==> src/rtl/lin_hdr_engine.sv <==
module lin_hdr_engine #(
  parameter int BRK_TX     = 13,
  parameter int WAKE_TICKS = 3,
  parameter int RUN_W      = 4
) (
  input  logic       clk,
  input  logic       rst_n,
  input  logic       tick,
  input  logic       rx,
  input  logic       master,
  input  logic       force_hdr,
  input  logic       brk_thr11,
  input  logic       hdr_only_req,
  input  logic       sleep,
  input  logic       pm_any,
  input  logic       mis_dis,
  input  logic [5:0] tx_id,
  output logic       tx,
  output logic       busy,
  output logic       hdr_valid,
  output logic [7:0] rx_pid,
  output logic       sync_err,
  output logic [7:0] rx_data,
  output logic       data_valid,
  output logic       rx_full,
  output logic       mismatch_err,
  output logic       wake_irq,
  output logic       hdr_only
);
  localparam int TX_BITS = BRK_TX + 21;
  localparam int CW = $clog2(TX_BITS + 1);

  typedef enum logic [2:0] {S_IDLE, S_BRK, S_START, S_DATA, S_STOP} st_t;

  // transmit side
  logic [7:0]         pid_tx;
  logic [TX_BITS-1:0] sh;
  logic [CW-1:0]      cnt;
  logic               pend, act;

  assign pid_tx = {~(tx_id[1] ^ tx_id[3] ^ tx_id[4] ^ tx_id[5]),
                   tx_id[0] ^ tx_id[1] ^ tx_id[2] ^ tx_id[4], tx_id};
  assign tx   = act ? sh[0] : 1'b1;
  assign busy = pend | act;

  always_ff @(posedge clk or negedge rst_n) begin
    if (!rst_n) begin
      pend <= 1'b0;
      act <= 1'b0;
      sh <= '1;
      cnt <= '0;
      mismatch_err <= 1'b0;
    end else begin
      mismatch_err <= 1'b0;
      if (force_hdr && master && !pend && !act) pend <= 1'b1;
      if (tick && pend) begin
        sh <= {1'b1, pid_tx, 1'b0, 1'b1, 8'h55, 1'b0, 1'b1, {BRK_TX{1'b0}}};
        act <= 1'b1;
        cnt <= CW'(TX_BITS);
        pend <= 1'b0;
      end else if (tick && act) begin
        mismatch_err <= !mis_dis && (rx != sh[0]);
        sh <= {1'b1, sh[TX_BITS-1:1]};
        cnt <= cnt - 1'b1;
        if (cnt == CW'(1)) act <= 1'b0;
      end
    end
  end

  // dominant run length, shared by break and wake detection
  logic [RUN_W-1:0] run;
  logic [RUN_W:0]   run_nx, thr;

  assign run_nx = {1'b0, run} + 1'b1;
  assign thr = brk_thr11 ? (RUN_W+1)'(11) : (RUN_W+1)'(10);

  always_ff @(posedge clk or negedge rst_n) begin
    if (!rst_n) begin
      run <= '0;
      wake_irq <= 1'b0;
    end else begin
      wake_irq <= 1'b0;
      if (tick) begin
        run <= rx ? '0 : ((&run) ? run : run + 1'b1);
        if (sleep && !rx)
          wake_irq <= pm_any ? (run == '0) : (run_nx == (RUN_W+1)'(WAKE_TICKS));
      end
    end
  end

  // receive side
  st_t        st;
  logic [1:0] byte_ix;
  logic [2:0] nbit;
  logic [7:0] shr;
  logic       flush;

  assign flush = hdr_only_req && (byte_ix == 2'd2) &&
                 (st == S_START || st == S_DATA || st == S_STOP);

  always_ff @(posedge clk or negedge rst_n) begin
    if (!rst_n) begin
      st <= S_IDLE;
      byte_ix <= '0;
      nbit <= '0;
      shr <= '0;
      rx_pid <= '0;
      rx_data <= '0;
      rx_full <= 1'b0;
      hdr_only <= 1'b0;
      hdr_valid <= 1'b0;
      sync_err <= 1'b0;
      data_valid <= 1'b0;
    end else begin
      hdr_valid <= 1'b0;
      sync_err <= 1'b0;
      data_valid <= 1'b0;
      if (flush) begin
        st <= S_IDLE;
        rx_full <= 1'b0;
        hdr_only <= 1'b0;
      end else begin
        if (hdr_only_req) hdr_only <= 1'b1;
        if (sleep) st <= S_IDLE;
        else if (tick) begin
          case (st)
            S_IDLE: if (!rx && run_nx >= thr) st <= S_BRK;
            S_BRK: if (rx) begin
              st <= S_START;
              byte_ix <= '0;
              rx_full <= 1'b0;
            end
            S_START: if (!rx) begin
              st <= S_DATA;
              nbit <= '0;
            end
            S_DATA: begin
              shr <= {rx, shr[7:1]};
              nbit <= nbit + 1'b1;
              if (nbit == 3'd7) st <= S_STOP;
            end
            S_STOP: begin
              if (!rx) st <= (run_nx >= thr) ? S_BRK : S_IDLE;
              else if (byte_ix == 2'd0) begin
                if (shr == 8'h55) begin
                  byte_ix <= 2'd1;
                  st <= S_START;
                end else begin
                  sync_err <= 1'b1;
                  st <= S_IDLE;
                end
              end else if (byte_ix == 2'd1) begin
                rx_pid <= shr;
                hdr_valid <= 1'b1;
                if (hdr_only) begin
                  hdr_only <= 1'b0;
                  st <= S_IDLE;
                end else begin
                  byte_ix <= 2'd2;
                  st <= S_START;
                end
              end else begin
                rx_data <= shr;
                data_valid <= 1'b1;
                rx_full <= 1'b1;
                st <= S_START;
              end
            end
            default: st <= S_IDLE;
          endcase
        end
      end
    end
  end

  assert_force_gated_R3: assert property (@(posedge clk) disable iff (!rst_n)
    $rose(busy) |-> $past(master && force_hdr));
  assert_mis_disabled_R10: assert property (@(posedge clk) disable iff (!rst_n)
    (mis_dis && $past(mis_dis)) |-> !mismatch_err);
  assert_wake_in_sleep_R12: assert property (@(posedge clk) disable iff (!rst_n)
    wake_irq |-> $past(sleep));
  assert_sync_abort_R6: assert property (@(posedge clk) disable iff (!rst_n)
    sync_err |-> !hdr_valid);
  assert_hdr_only_clears_R8: assert property (@(posedge clk) disable iff (!rst_n)
    (hdr_valid && !hdr_only_req) |-> !hdr_only);
  assert_flush_R9: assert property (@(posedge clk) disable iff (!rst_n)
    (hdr_only_req && byte_ix == 2'd2 && st != S_IDLE && st != S_BRK) |=>
      (!rx_full && st == S_IDLE && !hdr_only));
endmodule

==> config.mk <==
export PLATFORM = sky130hd
export DESIGN_NAME = lin_hdr_engine
export DESIGN_NICKNAME = d
export VERILOG_FILES = /design/src/rtl/lin_hdr_engine.sv
export SDC_FILE = /design/constraint.sdc
export NUM_CORES = 1
export LEC_CHECK = 0
export BUFFER_PORTS_ARGS = -buffer_cell sky130_fd_sc_hd__clkbuf_2
export CORE_MARGIN = 4
export CORE_UTILIZATION = 30
export DETAILED_ROUTE_END_ITERATION = 7
export PLACE_DENSITY_LB_ADDON = 0.05
export SLEW_MARGIN = 25
export SYNTH_ARGS = -nofsm -noshare
export SYNTH_HDL_FRONTEND = slang
export SYNTH_SLANG_ARGS = --single-unit
==> constraint.sdc <==
create_clock -name clk -period 2.49 [get_ports clk]
set_clock_uncertainty 0.1 [all_clocks]
set_input_delay 0.249 -clock clk [delete_from_list [all_inputs] [get_ports clk]]
set_output_delay 0.249 -clock clk [all_outputs]
set_load 0.01 [all_outputs]
Yosys cells after proc, flatten, opt, wreduce, memory -nomap -nowiden:

Cells that the tools add are included.

* register bits: 85
* input port bits: 17
* output and inout port bits: 25
* logic and storage cells: 178

* add/subtract/negate cells: 4
* order comparisons: 1
* equality and inequality tests: 27
* mux-type cells: 79
* bitwise gates (word level): 12
* reduce and logical (&&, ||, !) cells: 37

Operator list (count)
* 34-bit two-way mux: 2
* 1-bit two-way mux: 50
* 3-bit two-way mux: 11
* 7-bit AND reduction: 3
* 2-bit two-way mux: 8
* 3-bit case mux with 5 select lines: 1
* 6-bit two-way mux: 2
* 3-bit != test, second input constant: 4
* 4-bit != test, second input constant: 3
* 2-bit nonzero test: 6
* 1-bit logical AND: 10
* 5-bit AND reduction: 2
* 9-bit AND reduction: 1
* 8-bit by 7-bit == test with 1-bit output, second input constant: 1
* 4-bit two-way mux: 2
* 2-bit != test, second input constant: 4
* 4-bit AND reduction: 2
* 3-bit by 2-bit == test with 1-bit output, second input constant: 2
* 3-bit == test, second input constant: 2
* 6-bit by 1-bit == test with 1-bit output, second input constant: 1
* 3-bit by 2-bit != test with 1-bit output, second input constant: 2
* 3-bit case mux with 2 select lines: 1
* 3-bit nonzero test: 2
* 6-bit by 1-bit subtractor with 6-bit output, second input constant: 1
* other kinds (23): 37

Depth between registers and ports, before layout:

Gate-level depths: netlist of run 1.

* depth in word-level cells: 9
* gate-level depth with buffers: 7
* mapped depth without buffers: 6

Worst setup path before layout of run 1:

Ideal clock, no wire load.

* path type: flip-flop to flip-flop
* start point: reg st[1]
* end point: reg rx_pid[0]
* library setup time: 0.125 ns
* data arrival time: 1.673 ns
* required time: 2.265 ns
* slack: 0.592 ns
* stages on the path, launching flop included: 7
* buffers on the path: 2
* period minus slack after synthesis: 1.898 ns
* cell sequence: dfrtp_1 -> buf_2 -> nor3b_1 -> nand2_1 -> nor4b_2 -> buf_4 -> mux2_2

* cells in the longest elaborated chain, start to end: 6
* elaborated cells on any way between the ends: 8
* classes of those cells: eq/ne (3); bitwise (1); reduce/logical (4)

RTL lines
* start, declared: line 92 `st_t st;`
* start signal, assigned: line 143 `if (!rx) st <= (run_nx >= thr) ? S_BRK : S_IDLE;`
* 3-bit by 2-bit == test with 1-bit output: line 99 `(st == S_START || st == S_DATA || st == S_STOP);`
* 1-bit logical OR (2 in a row): line 99
* 1-bit logical AND: line 98 `assign flush = hdr_only_req && (byte_ix == 2'd2) &&`
* 1-bit NOT (no source line)
* 7-bit AND reduction (no source line) *
* end signal, assigned: line 153 `rx_pid <= shr;`
* end, declared: line 21 `output logic [7:0] rx_pid,`

Mark *: on every way between the ends. The rest lies on a longest branch, timed or not.
A chain may end at the register's enable or synchronous reset.

Worst setup path in the final report of run 1:

* start point: reg st[2]
* end point: reg rx_data[7]

* cells in the longest elaborated chain, start to end: 6
* elaborated cells on any way between the ends: 8
* classes of those cells: eq/ne (3); bitwise (1); reduce/logical (4)

RTL lines
* 3-bit by 2-bit == test with 1-bit output: line 99
* 1-bit logical OR (2 in a row): line 99
* 1-bit logical AND: line 98
* 1-bit NOT (no source line)
* 7-bit AND reduction (no source line) *
* end signal, assigned: line 163 `rx_data <= shr;`
* end, declared: line 23 `output logic [7:0] rx_data,`

Marks and branches as above.

==> results of run 1 <==
cell type report:
class | count | area [µm²]
Tap cell | 172 | 215
Fill cell | 1321 | 8010
Sequential cell | 84 | 2140
Clock buffer | 9 | 225
Timing Repair Buffer | 59 | 360
Inverter | 10 | 37.5
Clock inverter | 7 | 76.3
Multi-Input combinational cell | 219 | 1660
metal layers:
| layer | GRT usage, % | part of all wire [%] | up-vias |
|---|---|---|---|
| met5 | 0 | 0 | - |
| met4 | 6.51 | 2.3 | 0 |
| met3 | 2.44 | 2.4 | 13 |
| met2 | 19.3 | 46 | 32 |
| met1 | 16.9 | 49 | 1360 |
| li1 | - | - | 1322 |
registers in the layout, summed over array words and instances (netlist names), 2 cells and up:
register and count:
byte_ix 2, cnt 6, nbit 3, run 4
rx_data 8, rx_pid 8, sh 33, shr 8
st 3
cell usage after synthesis, types with 2 or more instances:
cell,count
nor4b_1,3
o21a_1,2
a31oi_1,9
nand2b_1,6
o22ai_1,2
nand3b_4,2
nand3b_1,3
or2_2,4
a22o_1,21
buf_6,4
nand2_1,25
dfstp_2,33
a32o_1,3
a211oi_1,2
o21ai_0,8
or4bb_1,2
buf_2,2
mux2_2,26
nor2_1,23
and3_1,2
inv_1,10
nor4_1,3
nor3_1,3
dfrtp_1,51
ha_1,8
xor2_1,2
clkbuf_1,10
nand4_1,2
xnor2_1,9
a21oi_1,9
o22a_1,14
nand3_1,4
worst paths after layout:
path                            slack, ns  cells after the start          startpoint                      to
worst min register to register       0.39                      2  sh[29]$_DFFE_PN1P_      sh[28]$_DFFE_PN1P_
min in group asynchronous            0.27                      2               rst_n         act$_DFFE_PN0P_
worst max-delay path                 0.21                      4   st[2]$_DFFE_PN0P_  rx_data[7]$_DFFE_PN0P_
max in group asynchronous            1.35                      3               rst_n      sh[15]$_DFFE_PN1P_
worst max register to register       0.21                      4   st[2]$_DFFE_PN0P_  rx_data[7]$_DFFE_PN0P_
worst min-delay path                 0.03                      3            tx_id[0]      sh[25]$_DFFE_PN1P_
cell families after synthesis:
logic type	share of synthesized area (%)
compound gates	15.6
xor+xnor	2.44
fa+ha+maj	2.54
buf+inv	3.59
flops	54.3
mux	7.68
simple gates	13.8
report_power, final:
group	total [µW]	switching (µW)	internal (µW)
clock network	1360	576	782
logic	848	422	426
registers	2050	217	1830
total	4260	1210	3040
worst max-delay path, stage by stage, from the launching register on:
cell	delay (ns)
dfrtp_1	0.54
nor3b_1	0.48
o21ba_1	0.40
nand3b_4	0.30
mux2_2	0.35
stage by stage:
| step | power [µW] | worst slack (ns) |
|---|---|---|
| after floorplan | 2630 | 0.592 |
| after global placement | 2930 | 0.310 |
| after detailed placement | 2930 | 0.240 |
| after CTS | 4330 | 0.227 |
| after global routing | 4520 | 0.0774 |
| final | 4260 | 0.214 |
==> impl_results.md, run 1 <==
* Core footprint at 12,700 µm²
* RSZ-0062 raised after global routing: false
* CTS clock-pin slew for the worst setup and hold paths at 0.06 ns
* Worst-Margin Slew at 0.490 ns
* WHS at 0.0320 ns
* Clock latency on the worst-skew pair at 0.34 ns
* # IOs at 42
* HP Class: in2reg
* Vias at 2,727
* Crit Path Category: reg2reg
* CP startpoint kind: flop
* Clock Tree Buf Depth at 2
* Util after Layout at 37.1%
* Hold buffer count at CTS at 2
* GRT Total Usage at 12.6%
* Final setup vio count at 0
* Ranking of synthesized cells by area: dfrtp_1, dfstp_2, mux2_2
* Synth Flop Type: dfrtp_1
* Global-route wire length before repair at 14,700 µm
* Share of post-route cells with drive strength above 1 at 37.1%
* Sequential fraction of the synthesis area at 54.3%
* Non-filler instance count after layout at 560
* Netlist cell types at 56
* Final Cycle Share at 91.4%
* PwrDens at 902 nW/µm²
* Clk sinks at 84
* ANT cells at 0
* Syn_area_per_cell at 11.9 µm²
* CP endpoint kind: flop
* Yosys top cell by area: dfrtp_1
* Slew Viols, Final at 0
* CTS tree: yes
* Status: finished clean
* Die Y at 123 µm
* Leakage at 0.00217 µW
* FFs w/ async S/R, synth at 100%
* Initial antenna violation count at 0
* FP Rows at 41
* YS warnings at 0
* Crit-path max FO at 9
* Most frequent cells in the layout: dfrtp_1, clkbuf_2, dfstp_2, mux2_2, nand2_1
* Mapped Cells at 331
* Worst VDD drop at 318 µV
* Starting Density at 31.0%
* Final nets at 408
* WL/cell at 15.4 µm
* Max H-tree Level at 3
* Cell Area, Placed at 4400 µm²
* Synthesis-to-finish area growth at 19.6%
* Post-Route WL at 8630 µm
* Synth top area share at 32.4%
* Initial drt markers at 112
* Drt drc at 0
* Grt ovf at 0
* Cell area after layout at 4720 µm²
* Inst Count DP at 542
* Worst rel slew slack at 67.3%
* Largest net degree at the start of global routing at 62
* Post-CTS setup buffers at 0
* Endpoints failing hold at 0
* Die footprint at 15,000 µm²
* Vias in the first global route at 2,830
* Synthesized cell area at 3940 µm²
* Final GP Congestion at 0.696
* Most common cell after layout, fill and taps aside: dfrtp_1
* Fmax at 0.439 GHz
* Synth Net Count at 356
* Post-synth EDFFs at 0
* Die X at 123 µm
* Number of port buffers at 41
* Routed Antenna Nets at 0
* Initial DRT Pass Iterations at 4
* Post-DR vias/cell at 4.87
* Seq cells post-synth at 84
* Min Tclk post-route at 2.28 ns
* Final setup TNS at 0 ns
* Crit path DAT at 2.40 ns
* Required @ worst endpoint at 2.62 ns
* Max_cap viols at 0
* Root buf cell: clkbuf_16
* Post-cts sizing count at 0
* Total CTS buffers at 9
* Post-DP HPWL at 5860 µm
Power figures use the tool's default switching activity.
==> run 2: changes to the inputs <==
CORE_UTILIZATION = 50   (was 30)
==> run 2 against run 1 <==
  * Power is 12% lower
  * Cell area down 5.6%
  * Die area is 38% lower
  * Worst hold slack worse by 0.013 ns
  * Fmax is 3.7% higher
  * Final cell count shrank 14%
  * Global-route usage up 4.8 points
  * Flip-flop and latch count did not move
  * Non-clock buffer count decreased by 7
  * Worst setup slack gained 0.082 ns
  * Critical path depth unchanged
  * First-iteration DRC count decreased by 40%
  * Largest cell class unchanged
  * Highest routed layer unchanged
==> impl_results.md, run 2 (synthesized netlist as in run 1, its figures left out) <==
* Grt ovf at 0 (unchanged)
* Crit Path Category: reg2reg (unchanged)
* Required @ worst endpoint at 2.63 ns (was 2.62 ns)
* Final nets at 401 (was 408)
* FP Rows at 32 (was 41)
* Number of port buffers at 41 (unchanged)
* Die Y at 96.8 µm (was 123 µm)
* HP Class: in2reg (unchanged)
* Die footprint at 9370 µm² (was 15,000 µm²)
* FF-to-FF End: rx_data[0]$_DFFE_PN0P_ (was rx_data[7]$_DFFE_PN0P_)
* GRT Total Usage at 17.4% (was 12.6%)
* CP max-delay cell: dfrtp_1 (unchanged)
* Max reg flops at 33 (unchanged)
* Initial DRT Pass Iterations at 4 (unchanged)
* Logic pwr share at 21.0% (was 19.9%)
* Flop pwr share at 55.3% (was 48.2%)
* Leakage at 0.00208 µW (was 0.00217 µW)
* Worst VDD drop at 302 µV (was 318 µV)
* Final setup vio count at 0 (unchanged)
* Endpoints failing hold at 0 (unchanged)
* Delay of the slowest cell on the worst path at 0.53 ns (was 0.54 ns)
* Total CTS buffers at 9 (unchanged)
* Cell area after layout at 4450 µm² (was 4720 µm²)
* CTS clock-pin slew for the worst setup and hold paths at 0.09 ns (was 0.06 ns)
* Hold Path End: sh[30]$_DFFE_PN1P_ (was sh[25]$_DFFE_PN1P_)
* WHS at 0.0186 ns (was 0.0320 ns)
* Clock latency on the worst-skew pair at 0.36 ns (was 0.34 ns)
* Post-Route WL at 7680 µm (was 8630 µm)
* Clock Tree Buf Depth at 2 (unchanged)
* Vias at 2,707 (was 2,727)
* Worst-Margin Slew at 0.560 ns (was 0.490 ns)
* Path depth of the worst reg2reg path at 4 (unchanged)
* Global-route wire length before repair at 13,500 µm (was 14,700 µm)
* Power Total at 3760 µW (was 4260 µW)
* Slew Viols, Final at 0 (unchanged)
* Min Tclk post-route at 2.19 ns (was 2.28 ns)
* Post-DR vias/cell at 5.60 (was 4.87)
* Fmax at 0.456 GHz (was 0.439 GHz)
* Post-DP HPWL at 5160 µm (was 5860 µm)
* Worst hold start: tx_id[5] (was tx_id[0])
* Clock power frac at 23.7% (was 31.9%)
* Routed Antenna Nets at 0 (unchanged)
* CP startpoint kind: flop (unchanged)
* Fillers at 687 (was 1,321)
* Root buf cell: clkbuf_8 (was clkbuf_16)
* Final GP Congestion at 0.802 (was 0.696)
* Final setup TNS at 0 ns (unchanged)
* # IOs at 42 (unchanged)
* R2r setup slk at 0.30 ns (was 0.21 ns)
* Worst path cell trace: nor3b_1 -> o21ba_1 -> nand3b_4 -> mux2_2 (unchanged)
* Most common cell after layout, fill and taps aside: dfrtp_1 (unchanged)
* Final Cycle Share at 88.1% (was 91.4%)
* Crit-path max FO at 10 (was 9)
* Cell Area, Placed at 4260 µm² (was 4400 µm²)
* Die X at 96.8 µm (was 123 µm)
* ANT cells at 0 (unchanged)
* Vias in the first global route at 2,734 (was 2,830)
* Util after Layout at 57.9% (was 37.1%)
* Core footprint at 7690 µm² (was 12,700 µm²)
* Initial antenna violation count at 0 (unchanged)
* Synthesis-to-finish area growth at 12.9% (was 19.6%)
* Area occupied by multi-input gates at 1660 µm² (unchanged)
* FF/Latch Area at 2140 µm² (unchanged)
* RR Startpoint: st[2]$_DFFE_PN0P_ (unchanged)
* Cells on Worst Hold Path at 3 (unchanged)
* CTS tree: yes (unchanged)
* Share of post-route cells with drive strength above 1 at 35.7% (was 37.1%)
* PwrDens at 844 nW/µm² (was 902 nW/µm²)
* Worst rel slew slack at 62.7% (was 67.3%)
* WL/cell at 15.9 µm (was 15.4 µm)
* Status: finished clean (unchanged)
* Clk sinks at 84 (unchanged)
* Crit path DAT at 2.34 ns (was 2.40 ns)
* RSZ-0062 raised after global routing: false (unchanged)
* Most frequent cells in the layout: dfrtp_1, clkbuf_2, dfstp_2, mux2_2, nand2_1 (unchanged)
* Initial drt markers at 67 (was 112)
* Max_cap viols at 0 (unchanged)
* Drt drc at 0 (unchanged)
* Psw at 1150 µW (was 1210 µW)
* Post-cts sizing count at 0 (unchanged)
* CP endpoint kind: flop (unchanged)
* Sw frac at 30.6% (was 28.5%)
* Power Internal at 2610 µW (was 3040 µW)
* Starting Density at 51.3% (was 31.0%)
* Largest net degree at the start of global routing at 44 (was 62)
* Max H-tree Level at 3 (unchanged)
* Reg with most FFs: sh (unchanged)
[run 2: cell count changes in the layout (fill, tap and decap cells not counted), sizes merged]
cell,previous run,this run
inv,11,13
buf,17,10
clkinv,3,0
clkbuf,49,50
clkinvlp,2,3
bufinv,1,0
[run 2: cell type report]
cell class              count  area share, %
clock buffers              10           2.87
clock inverters             6           1.10
inverters                  10          0.843
multi-input cells         219           37.3
flip-flops and latches     84           48.1
well taps                 102           2.87
repair buffers             52           6.91
[run 2: how the worst max path moves through the flow]
| stage | startpoint | to | slack [ns] | cells past startpoint |
|---|---|---|---|---|
| 2_1_floorplan | st[1]$_DFFE_PN0P_ | rx_pid[0]$_DFFE_PN0P_ | 0.59 | 6 |
| 3_3_place_gp | st[2]$_DFFE_PN0P_ | rx_data[3]$_DFFE_PN0P_ | 0.37 | 4 |
| 3_5_place_dp | st[2]$_DFFE_PN0P_ | rx_data[2]$_DFFE_PN0P_ | 0.29 | 4 |
| 4_1_cts | st[2]$_DFFE_PN0P_ | rx_data[0]$_DFFE_PN0P_ | 0.29 | 4 |
| 5_1_grt | st[2]$_DFFE_PN0P_ | rx_data[0]$_DFFE_PN0P_ | 0.15 | 4 |
| 6_report | st[2]$_DFFE_PN0P_ | rx_data[0]$_DFFE_PN0P_ | 0.30 | 4 |
[run 2: power groups by stage]
stage / clock, µW / sequential, µW / combinational (µW)
3_3_place_gp: 0 / 2090 / 770
2_1_floorplan: 0 / 2010 / 619
6_report: 892 / 2080 / 789
5_1_grt: 997 / 2130 / 886
4_1_cts: 923 / 2070 / 802
3_5_place_dp: 0 / 2090 / 795
[run 2: timing repair]
action,in CTS,in global routing
endpoints found under the setup margin,0,0
endpoints found under the hold margin,37,0
buffers inserted,0,0
hold buffers,2,0
[run 2: metrics by stage]
step                      worst slack (ns)  instances
final                                0.296        483
after global routing                 0.149        483
after CTS                            0.288        483
after detailed placement             0.286        465
after global placement               0.367        465
after floorplan                      0.592        331
[run 2: layer usage]
layer,GRT usage [%],up-vias,share of wire [%],routed length [µm]
li1,-,1298,-,-
met1,24.7,1343,49,3760
met2,26.2,51,46,3550
met3,3.46,15,3.0,230
met4,7.24,0,1.8,139
met5,0,-,0,0
[run 2: critical path: cells and delay by family (launching register included)]
| family | cells | cell delay (ns) |
|---|---|---|
| and+or+nand+nor | 2 | 0.69 |
| DFF | 1 | 0.53 |
| AOI/OAI and AO/OA | 1 | 0.42 |
| muxes | 1 | 0.35 |
==> run 3: changes to the inputs <==
CORE_MARGIN = 3   (was 4)
==> run 3 against run 2 <==
  * Register-to-register slack improved by 0.04 ns
  * Count of clock-buffer cells in the layout decreased by 1
  * Final cell count unchanged
  * Sequential share of layout area decreased by 0.38 points
  * Via count decreased by 1.4%
  * Flip-flop and latch count unchanged
  * Critical path depth unchanged
  * Largest power group unchanged
  * Utilization increased by 2.3 points
  * Highest routed layer unchanged
==> impl_results.md, run 3 (synthesized netlist as in run 1, its figures left out) <==
* PwrDens at 858 nW/µm² (was 844 nW/µm²)
* Synthesis-to-finish area growth at 13.8% (was 12.9%)
* WP buf/inv at 0 (unchanged)
* Share of post-route cells with drive strength above 1 at 36.2% (was 35.7%)
* Post-Route WL at 7620 µm (was 7680 µm)
* Core footprint at 7450 µm² (was 7690 µm²)
* CP endpoint kind: flop (unchanged)
* Clk sinks at 84 (unchanged)
* Required @ worst endpoint at 2.63 ns (about the same)
* Initial antenna violation count at 0 (unchanged)
* Post-DR vias/cell at 5.53 (was 5.60)
* Slew Viols, Final at 0 (unchanged)
* Final setup TNS at 0 ns (unchanged)
* Setup WS post-layout at 0.338 ns (was 0.296 ns)
* Largest net degree at the start of global routing at 70 (was 44)
* Delay of the slowest cell on the worst path at 0.60 ns (was 0.53 ns)
* Worst path top cell family by delay: simple AND/OR/NAND/NOR gates (unchanged)
* Worst rel slew slack at 42.9% (was 62.7%)
* WL/cell at 15.8 µm (was 15.9 µm)
* CP startpoint kind: flop (unchanged)
* FF/Latch Area at 2140 µm² (unchanged)
* Crit Path Category: reg2reg (unchanged)
* Hold buffer count at CTS at 3 (was 2)
* Most frequent cells in the layout: dfrtp_1, clkbuf_2, dfstp_2, mux2_2, nand2_1 (unchanged)
* Pre-CTS setup slack at 0.361 ns (was 0.286 ns)
* Fmax at 0.465 GHz (was 0.456 GHz)
* Root buf cell: clkbuf_8 (unchanged)
* Fillers at 636 (was 687)
* Status: finished clean (unchanged)
* Vias at 2,670 (was 2,707)
* Grt ovf at 0 (unchanged)
* Final setup vio count at 0 (unchanged)
* Total CTS buffers at 9 (unchanged)
* Worst path cell trace: nor3b_1 -> o21ba_1 -> nor4_4 -> mux2_2 (was nor3b_1 -> o21ba_1 -> nand3b_4 -> mux2_2)
* Max H-tree Level at 3 (unchanged)
* CP max-delay cell: nor4_4 (was dfrtp_1)
* Min Tclk post-route at 2.15 ns (was 2.19 ns)
* Leakage at 0.00211 µW (was 0.00208 µW)
* Final GP Congestion at 0.835 (was 0.802)
* Clock latency on the worst-skew pair at 0.36 ns (about the same)
* Crit-path max FO at 11 (was 10)
* Clock Tree Buf Depth at 2 (unchanged)
* Max_cap viols at 0 (unchanged)
* Final Cycle Share at 86.4% (was 88.1%)
* Most common cell after layout, fill and taps aside: dfrtp_1 (unchanged)
* Power Total at 3850 µW (was 3760 µW)
* Number of port buffers at 41 (unchanged)
* FP Rows at 31 (was 32)
* Post-CTS setup buffers at 0 (unchanged)
* Reg with most FFs: sh (unchanged)
* Post-cts sizing count at 0 (unchanged)
* Area occupied by multi-input gates at 1660 µm² (unchanged)
* Max reg flops at 33 (unchanged)
* Vias in the first global route at 2,617 (was 2,734)
* Die X at 94.8 µm (was 96.8 µm)
* Endpoints failing hold at 0 (unchanged)
* Die Y at 94.8 µm (was 96.8 µm)
* Drt drc at 0 (unchanged)
* CTS clock-pin slew for the worst setup and hold paths at 0.08 ns (was 0.09 ns)
* Global-route wire length before repair at 13,200 µm (was 13,500 µm)
* RSZ-0062 raised after global routing: false (unchanged)
* Initial drt markers at 159 (was 67)
* Worst-Margin Slew at 0.856 ns (was 0.560 ns)
* Die footprint at 8990 µm² (was 9370 µm²)
* GRT Total Usage at 19.0% (was 17.4%)
* Post-DP HPWL at 5190 µm (was 5160 µm)
* Inst Count DP at 464 (was 465)
* HP Class: in2reg (unchanged)
* # IOs at 42 (unchanged)
* Non-filler instance count after layout at 483 (unchanged)
* Crit path DAT at 2.29 ns (was 2.34 ns)
* CTS tree: yes (unchanged)
* Final nets at 404 (was 401)
* Routed Antenna Nets at 0 (unchanged)
* Starting Density at 53.0% (was 51.3%)
* Initial DRT Pass Iterations at 6 (was 4)
* Worst VDD drop at 575 µV (was 302 µV)
* ANT cells at 0 (unchanged)
[run 3: changes by cell type in the layout (fill, tap and decap cells not counted)]
cell | before | now
inv_6 | 1 | 4
clkinv_4 | 0 | 1
inv_8 | 1 | 0
dlygate4sd3_1 | 2 | 3
clkinvlp_4 | 3 | 0
buf_12 | 1 | 0
inv_4 | 1 | 0
bufinv_16 | 0 | 1
buf_4 | 9 | 12
clkinv_2 | 0 | 1
clkbuf_1 | 1 | 0
[run 3: metal layers]
metal,part of all wire [%],track usage (%)
met5,0,0
met4,0.95,6.85
met3,4.1,5.42
met2,43,26.4
met1,52,28.3
[run 3: area by class of cell]
cell class / instances / area share [%]
clock buffers: 9 / 2.76
clock inverters: 7 / 1.76
inverters: 10 / 0.837
multi-input cells: 219 / 37.0
flip-flops and latches: 84 / 47.8
well taps: 99 / 2.76
repair buffers: 55 / 7.14
[run 3: path summary, 6_finish.rpt]
kind	end	startpoint	cells past startpoint	slack [ns]
max in group asynchronous	sh[23]$_DFFE_PN1P_	rst_n	3	1.09
worst max-delay path	shr[7]$_DFFE_PN0P_	st[1]$_DFFE_PN0P_	4	0.34
worst max register to register	shr[7]$_DFFE_PN0P_	st[1]$_DFFE_PN0P_	4	0.34
worst min register to register	rx_full$_DFFE_PN0P_	rx_full$_DFFE_PN0P_	1	0.40
min in group asynchronous	st[0]$_DFFE_PN0P_	rst_n	2	0.43
worst min-delay path	sh[30]$_DFFE_PN1P_	tx_id[5]	3	0.02
[run 3: report_power, final]
group / total, µW / switching, µW / internal (µW) / leakage, µW
registers: 2080 / 246 / 1830 / 0.00103
clock network: 992 / 514 / 478 / 0.000105
logic: 782 / 380 / 401 / 0.000975
total: 3850 / 1140 / 2710 / 0.00211
[run 3: tightest hold or removal path: stages]
cell and delay [ns]:
clkbuf_2 0.10, nand2_1 0.05, a31oi_1 0.08
[run 3: metrics by stage]
stage,hold slack (ns),instance area [µm²],utilization (%)
6_report,0.0216,4490,60.2
5_1_grt,0.00941,4490,60.2
4_1_cts,0.000554,4490,60.2
3_5_place_dp,0.317,4250,57.1
3_3_place_gp,0.325,4250,57.1
2_1_floorplan,-0.147,3940,-
